--- src/rtl/tlp_rx_realign.sv ---
module tlp_rx_realign (
  input  logic         clk,
  input  logic         rst_n,
  input  logic [255:0] in_data,
  input  logic         in_sop,
  input  logic         in_eop,
  input  logic [1:0]   in_empty,
  input  logic         in_valid,
  output logic         in_ready,
  output logic [127:0] hdr_data,
  output logic         hdr_4dw,
  output logic         hdr_valid,
  input  logic         hdr_ready,
  output logic [255:0] out_data,
  output logic         out_sop,
  output logic         out_eop,
  output logic [2:0]   out_empty,
  output logic         out_valid,
  input  logic         out_ready
);
  localparam int DW    = 32;
  localparam int LANES = 8;
  localparam int BUS   = DW * LANES;
  localparam int LW    = 11;

  typedef enum logic [1:0] {S_IDLE, S_BODY, S_FLUSH} st_t;

  st_t           st;
  logic [BUS-1:0] hold;
  logic [2:0]     sft;
  logic [LW-1:0]  rem;
  logic           first;

  logic           h_fmt4, h_a2;
  logic [2:0]     h_sft;
  logic [LW-1:0]  h_len, h_room, room, rem_after;
  logic           can_emit, in_fire, pkt_start, emit, last;
  logic [BUS-1:0] shifted, nxt_data;
  logic [2:0]     nxt_empty;

  assign h_fmt4 = in_data[29];
  assign h_a2   = h_fmt4 ? in_data[3*DW+2] : in_data[2*DW+2];
  assign h_sft  = h_fmt4 ? (h_a2 ? 3'd5 : 3'd4) : (h_a2 ? 3'd3 : 3'd4);
  assign h_len  = (in_data[9:0] == 10'd0) ? 11'd1024 : {1'b0, in_data[9:0]};
  assign h_room = 11'd8 - {8'd0, h_sft};
  assign room   = 11'd8 - {8'd0, sft};

  assign can_emit  = (!out_valid || out_ready) && !hdr_valid;
  assign in_ready  = (st == S_IDLE) ? !hdr_valid : ((st == S_BODY) && can_emit);
  assign in_fire   = in_valid && in_ready;
  assign pkt_start = in_fire && in_sop && (st == S_IDLE);
  assign emit      = ((st == S_BODY) && in_fire) || ((st == S_FLUSH) && can_emit);
  assign last      = rem <= 11'd8;
  assign rem_after = last ? '0 : rem - 11'd8;

  assign shifted = BUS'({(st == S_FLUSH) ? {BUS{1'b0}} : in_data, hold} >> (DW * sft));

  always_comb begin
    nxt_data = shifted;
    for (int i = 0; i < LANES; i++)
      if (last && (LW'(i) >= rem)) nxt_data[i*DW +: DW] = '0;
  end

  assign nxt_empty = last ? 3'(4'd8 - rem[3:0]) : 3'd0;

  always_ff @(posedge clk or negedge rst_n) begin
    if (!rst_n) begin
      st        <= S_IDLE;
      hold      <= '0;
      sft       <= 3'd4;
      rem       <= '0;
      first     <= 1'b0;
      hdr_valid <= 1'b0;
      hdr_data  <= '0;
      hdr_4dw   <= 1'b0;
      out_valid <= 1'b0;
      out_data  <= '0;
      out_sop   <= 1'b0;
      out_eop   <= 1'b0;
      out_empty <= '0;
    end else begin
      if (pkt_start) begin
        hdr_valid <= 1'b1;
        hdr_data  <= {h_fmt4 ? in_data[4*DW-1:3*DW] : 32'd0, in_data[3*DW-1:0]};
        hdr_4dw   <= h_fmt4;
      end else if (hdr_ready) begin
        hdr_valid <= 1'b0;
      end

      if (emit) begin
        out_valid <= 1'b1;
        out_data  <= nxt_data;
        out_sop   <= first;
        out_eop   <= last;
        out_empty <= nxt_empty;
      end else if (out_ready) begin
        out_valid <= 1'b0;
      end

      case (st)
        S_IDLE: if (pkt_start) begin
          hold  <= in_data;
          sft   <= h_sft;
          rem   <= h_len;
          first <= 1'b1;
          st    <= (h_len <= h_room) ? S_FLUSH : S_BODY;
        end
        S_BODY: if (in_fire) begin
          hold  <= in_data;
          rem   <= rem_after;
          first <= 1'b0;
          st    <= (rem_after == '0) ? S_IDLE : ((rem_after <= room) ? S_FLUSH : S_BODY);
        end
        S_FLUSH: if (can_emit) begin
          rem   <= '0;
          first <= 1'b0;
          st    <= S_IDLE;
        end
        default: st <= S_IDLE;
      endcase
    end
  end

  logic [LW-1:0] used;
  logic [1:0]    exp_qw;
  assign used   = (st == S_IDLE) ? (h_len + {8'd0, h_sft}) : (rem + {8'd0, sft} - 11'd8);
  assign exp_qw = 2'((11'd8 - used) >> 1);

  a_r1_out_hold: assert property (@(posedge clk) disable iff (!rst_n)
    out_valid && !out_ready |=> out_valid && $stable(out_data) && $stable(out_eop) && $stable(out_empty));

  a_r2_hdr_hold: assert property (@(posedge clk) disable iff (!rst_n)
    hdr_valid && !hdr_ready |=> hdr_valid && $stable(hdr_data) && $stable(hdr_4dw));

  a_r3_idle_no_hdr: assert property (@(posedge clk) disable iff (!rst_n)
    st == S_IDLE |-> !hdr_valid);

  a_r6_rem_live: assert property (@(posedge clk) disable iff (!rst_n)
    st != S_IDLE |-> rem != '0);

  a_r6_eop_agrees: assert property (@(posedge clk) disable iff (!rst_n)
    in_fire && ((st == S_BODY) || in_sop) |-> in_eop == (used <= 11'd8));

  a_r6_empty_agrees: assert property (@(posedge clk) disable iff (!rst_n)
    in_fire && in_eop && ((st == S_BODY) || in_sop) |-> in_empty == exp_qw);

  a_r7_empty_eop: assert property (@(posedge clk) disable iff (!rst_n)
    out_valid && !out_eop |-> out_empty == 3'd0);
endmodule

--- config.mk ---
export PLATFORM = sky130hd
export DESIGN_NAME = tlp_rx_realign
export DESIGN_NICKNAME = d
export VERILOG_FILES = /design/src/rtl/tlp_rx_realign.sv
export SDC_FILE = /design/constraint.sdc
export NUM_CORES = 2
export LEC_CHECK = 0
export CAP_MARGIN = 25
export CELL_PAD_IN_SITES_DETAIL_PLACEMENT = 1
export CELL_PAD_IN_SITES_GLOBAL_PLACEMENT = 1
export CORE_ASPECT_RATIO = 1.5
export CORE_MARGIN = 2
export CORE_UTILIZATION = 45
export CTS_BUF_LIST = sky130_fd_sc_hd__clkbuf_4 sky130_fd_sc_hd__clkbuf_8 sky130_fd_sc_hd__clkbuf_16
export CTS_CLUSTER_SIZE = 28
export DETAILED_ROUTE_END_ITERATION = 16
export DONT_BUFFER_PORTS = 1
export PLACE_DENSITY = 0.8
export SYNTH_ARGS = -nofsm -noshare
export SYNTH_HDL_FRONTEND = slang
export SYNTH_SLANG_ARGS = --single-unit
--- constraint.sdc ---
create_clock -name clk -period 2.7 [get_ports clk]
set_input_delay 0.405 -clock clk [delete_from_list [all_inputs] [get_ports clk]]
set_output_delay 0.405 -clock clk [all_outputs]
set_load 0.01 [all_outputs]
## Yosys cells after proc, flatten, opt, wreduce, memory -nomap -nowiden

Cells that the tools add are included.

| word-level totals | value |
|---|---|
| register bits after elaboration | 665 |
| bits of input ports | 265 |
| output and inout bits | 393 |
| word-level logic and storage cells | 104 |

| operators by class | value |
|---|---|
| add/sub/neg operators | 4 |
| order comparisons | 11 |
| eq/ne operators | 5 |
| shift-type cells | 1 |
| muxes and demuxes | 40 |
| reductions and logical operators | 30 |

Operators with widths:

| cell | count |
|---|---|
| $mux 256 | 3 |
| $pmux 256 s2 | 1 |
| $shr 512x8->256 | 1 |
| $mux 32 | 9 |
| $mux 11 | 5 |
| $ge 3x11->1 const A | 4 |
| $pmux 11 s3 | 1 |
| $ge 1x11->1 const A | 2 |
| $ge 2x11->1 const A | 2 |
| $le 11x11->1 | 2 |
| $logic_and 1x1->1 | 15 |
| $mux 2 | 6 |
| $le 11x4->1 const B | 1 |
| $logic_not 11->1 | 1 |
| $sub 11x4->11 const B | 1 |
| $logic_not 10->1 | 1 |
| $mux 1 | 10 |
| $sub 4x3->5 const A | 2 |
| $mux 3 | 3 |
| $ne 2x2->1 const B | 3 |
| $pmux 2 s3 | 1 |
| $reduce_and 3->1 | 2 |
| $reduce_bool 2->1 | 3 |
| $reduce_and 4->1 | 1 |
| other kinds (9) | 11 |

## Depth between registers and ports, before layout

| logic depth | value |
|---|---|
| depth after elaboration | 10 |
| mapped depth | 13 |
| gate-level depth less buffers | 12 |

## Worst setup path after synthesis

Ideal clock, no wire load.

| timing | value |
|---|---|
| path type | register to register |
| start | reg rem[2] |
| end | reg st[0] |
| setup time | 0.129 ns |
| data arrival time | 2.571 ns |
| required time | 2.571 ns |
| setup slack | 0.000 ns |
| stages on the path, launching flop included | 14 |
| buffers on the path | 2 |
| clock period less this slack | 2.700 ns |
| cell sequence | dfrtp_1 > clkbuf_1 > inv_1 > ha_1 > a21o_1 > nand3_1 > buf_2 > nand2_1 > ha_1 > nand3_1 > o21ai_0 > and2_1 > nor3b_1 > a2111o_1 |

| between the ends | value |
|---|---|
| longest elaborated chain between the ends | 7 |
| elaborated cells on any way between the ends | 9 |
| classes of those cells | add/sub: 1; order compare: 2; mux: 5; reduce/logical: 1 |

Ends and longest elaborated chain:

| element | line | RTL |
|---|---|---|
| start, declared | 31 | `logic [LW-1:0] rem;` |
| start signal, assigned | 104 | `rem <= h_len;` |
| start signal, assigned | 110 | `rem <= rem_after;` |
| $sub 11x4->11 or $le 11x4->1 (tied branches) | 54, 53 |  |
| $mux 11 (*) | 54 | `assign rem_after = last ? '0 : rem - 11'd8;` |
| $le 11x11->1 | 112 | `st <= (rem_after == '0) ? S_IDLE : ((rem_after <= room) ? S_FLUSH : S_BODY);` |
| $mux 2 | 112 |  |
| $mux 2 (*) | 112 |  |
| $mux 2 (*) | 108 | `S_BODY: if (in_fire) begin` |
| $pmux 2 s3 (*) | 100 | `case (st)` |
| end signal, assigned | 106 | `st <= (h_len <= h_room) ? S_FLUSH : S_BODY;` |
| end signal, assigned | 112 |  |
| end, declared | 28 | `st_t st;` |

Every way passes the cells marked *; elsewhere a longest branch is shown, timed or not. The select of a mux whose other input is x is not followed.
A chain may end at the register's enable or synchronous reset.

## Worst setup path after layout

| timing | value |
|---|---|
| start | reg rem[1] |
| end | reg st[0] |

The elaborated chain is that of the path after synthesis.

==> results_dict.tcl <==
set metrics [dict create \
    status "finished, violations left" \
    violations "hold timing, slew limit" \
    synth_edf_count 0 \
    fin_crit_sh 0.997 \
    place_congestion 0.892 \
    nets 3978 \
    place_area_um2 38500 \
    max-vdd-ir-drop_mv 0.824 \
    syn_area_per_cell_um2 10.4 \
    yosysWarnings 0 \
    finalPower_mw 64.4 \
    drt-vias-per-instance 6.86 \
    grt_pass1_vias 35600 \
    worstSetupEndpointType "flop" \
    cts_made_buffers 70 \
    fin_util 0.534 \
    htree_num_levels 3 \
    r2r.worst_path.cells 12 \
    syn_area_um2 37200 \
    start_util 0.453 \
    antenna_found_initial 7 \
    seq_area_um2 16600 \
    synth.distinct_cells 65 \
    arrival_ps 3230 \
    finClkSkew_ps 30.0 \
    syn_to_final_growth_pct 18.0 \
    multi_input_area_um2 19100 \
    maxSlewViolCount 345 \
    layout_common_cells "661 x dfrtp_1, 424 x mux2_2, 322 x mux2i_1, 311 x nand2_1, 299 x o21ai_0" \
    worstPathMaxFanout 4 \
    dp_hpwl_um 90800 \
    die_y_um 356 \
    grt_max_degree 665 \
    synth_seq_cells 664 \
    worst_pin_slew_ps 3070 \
    ys.flop_type "dfrtp_1" \
    placement_rows 129 \
    path_clk_slew_ps 70 \
    drc_errors 0 \
    cts_tree "yes" \
    ant_nets 0 \
    clk_path_buf_depth 3 \
    critPathRequiredTime_ps 3240 \
    hold_viol 478 \
    route.final.wire_length_um 160000 \
    fillers 8550 \
    drive_above_1_share 0.204 \
    clock-sinks 664 \
    clock-root-buffer "clkbuf_16" \
    die_area_um2 85000 \
    cap_viol_max_count 0 \
    worstSetupEndpoint "st[0]" \
    die_w_um 239 \
    tns_ps 0 \
    async_flop_share 1.00 \
    critPathLaunch "rem[1]" \
    synthCells 3572 \
    fmax_mhz 372 \
    relSlewSlack -1.04 \
    synth_nets 3854 \
    grt_overflow 0 \
    dr.first_iter.drc_count 2757 \
    vias 33000 \
    final_area_um2 43900 \
    setup_viol 0 \
    finalCriticalPeriod_ps 2690 \
    power_per_cell_area_nw_per_um2 1470 \
    r2r-end "st[0]" \
    startpoint_type "flop" \
    crit_type "reg2reg" \
    grt.total_usage 0.366 \
    hold_path_class "in2async" \
    clk_latency_ps 670 \
    layout_commonest_cell "dfrtp_1" \
    grt_pass1_wl_um 234000 \
    numPortBuffers 0 \
    r2r_start "rem[1]" \
    r2r_slack_ps 9 \
    leakage_nw 18.8 \
    hold_buffers 266 \
    synth_seq_area_share 0.447 \
    hold_ws_ps -559 \
    dr.pass1.iters 5 \
    core_area_um2 82200 \
    num_io_pins 658 \
    wl_per_cell_um 33.3 \
]
-- report_power, final --
group,switching (mW),internal [mW]
clock,4.62,6.21
combinational,18.7,13.6
sequential,6.42,14.9
total,29.8,34.7
-- final cells by class --
class                      count  area share
inverter                      48     0.00439
timing repair buffer         383      0.0940
clock inverter                36      0.0118
multi-input combinational   2529       0.436
tap                         1048      0.0299
clock buffer                  90      0.0450
antenna                        7    0.000399
sequential                   664       0.379
-- state kept, by name (all words and copies together), names as in the netlist --
name	flops
out_data	256
out_valid	1
first	1
hdr_data	128
hold	256
sft	3
out_sop	1
st	2
rem	11
hdr_valid	1
out_eop	1
out_empty	3
-- critical path: stages (launching register included) --
cell and delay (ps):
dfrtp_1 390, inv_1 110, ha_2 210, ha_2 210, a21o_1 190, a31oi_1 130, ha_1 370, a21oi_1 200
o31ai_2 110, o21ai_0 80, and2_1 180, nor3b_2 60, a2111o_1 340
-- per-stage QoR --
stage	instances	worst slack, ps
global placement	4396	128
CTS	4788	-15.0
floorplan	3572	0.282
global route	4800	-98.0
finish	4805	9.40
detailed placement	4396	44.0
-- per-layer routing --
layer / global-route usage / up-vias / part of all wire
li1: - / 13300 / -
met1: 0.403 / 16800 / 0.35
met2: 0.594 / 2069 / 0.47
met3: 0.109 / 790 / 0.098
met4: 0.275 / 8 / 0.084
met5: 0 / - / 0.00029
-- cells by family after synthesis --
logic type	after synthesis	share of synthesized area
AOI/OAI and AO/OA	916	0.156
muxes	809	0.253
and+or+nand+nor	785	0.0944
DFF	664	0.447
buffers and inverters	379	0.0433
adders and majority gates	17	0.00572
other	1	0.000101
xor gates and xnor gates	1	0.000236
-- worst min path at each step --
stage / start / to / slack (ps) / cells past startpoint
2_1_floorplan: rst_n / first / 110 / 0
3_3_place_gp: rst_n / hdr_data[117] / 120 / 0
3_5_place_dp: rst_n / out_data[22] / 130 / 0
4_1_cts: rst_n / hold[88] / -600 / 0
5_1_grt: rst_n / hdr_data[121] / -580 / 0
6_report: rst_n / hdr_data[121] / -560 / 0
-- what timing repair did --
action	CTS	global route
resized for setup	1	24
gates cloned	0	2
buffers inserted	0	8
pin swaps	0	4
hold endpoints to repair	1058	664
endpoints found under the setup margin	1	185
-- Yosys cell counts (17+ instances only) --
library cell	n	area share
o41ai_1	29	0.0068
o21ai_1	45	0.0061
nand2_1	311	0.031
or3_1	33	0.0056
dfrtp_1	663	0.45
a22o_1	124	0.029
a21oi_1	160	0.022
a211oi_1	124	0.025
inv_1	44	0.0044
nor3_1	155	0.021
mux2i_1	322	0.087
mux2_2	424	0.13
o211ai_1	33	0.0067
o22ai_1	35	0.0059
o21bai_1	19	0.0038
nor2b_1	66	0.011
mux4_2	62	0.038
buf_1	25	0.0025
clkbuf_1	169	0.017
ha_1	17	0.0057
o21ai_0	301	0.041
nor2_1	188	0.019
buf_2	130	0.017
Note: power is estimated with default switching activity, not from simulation.
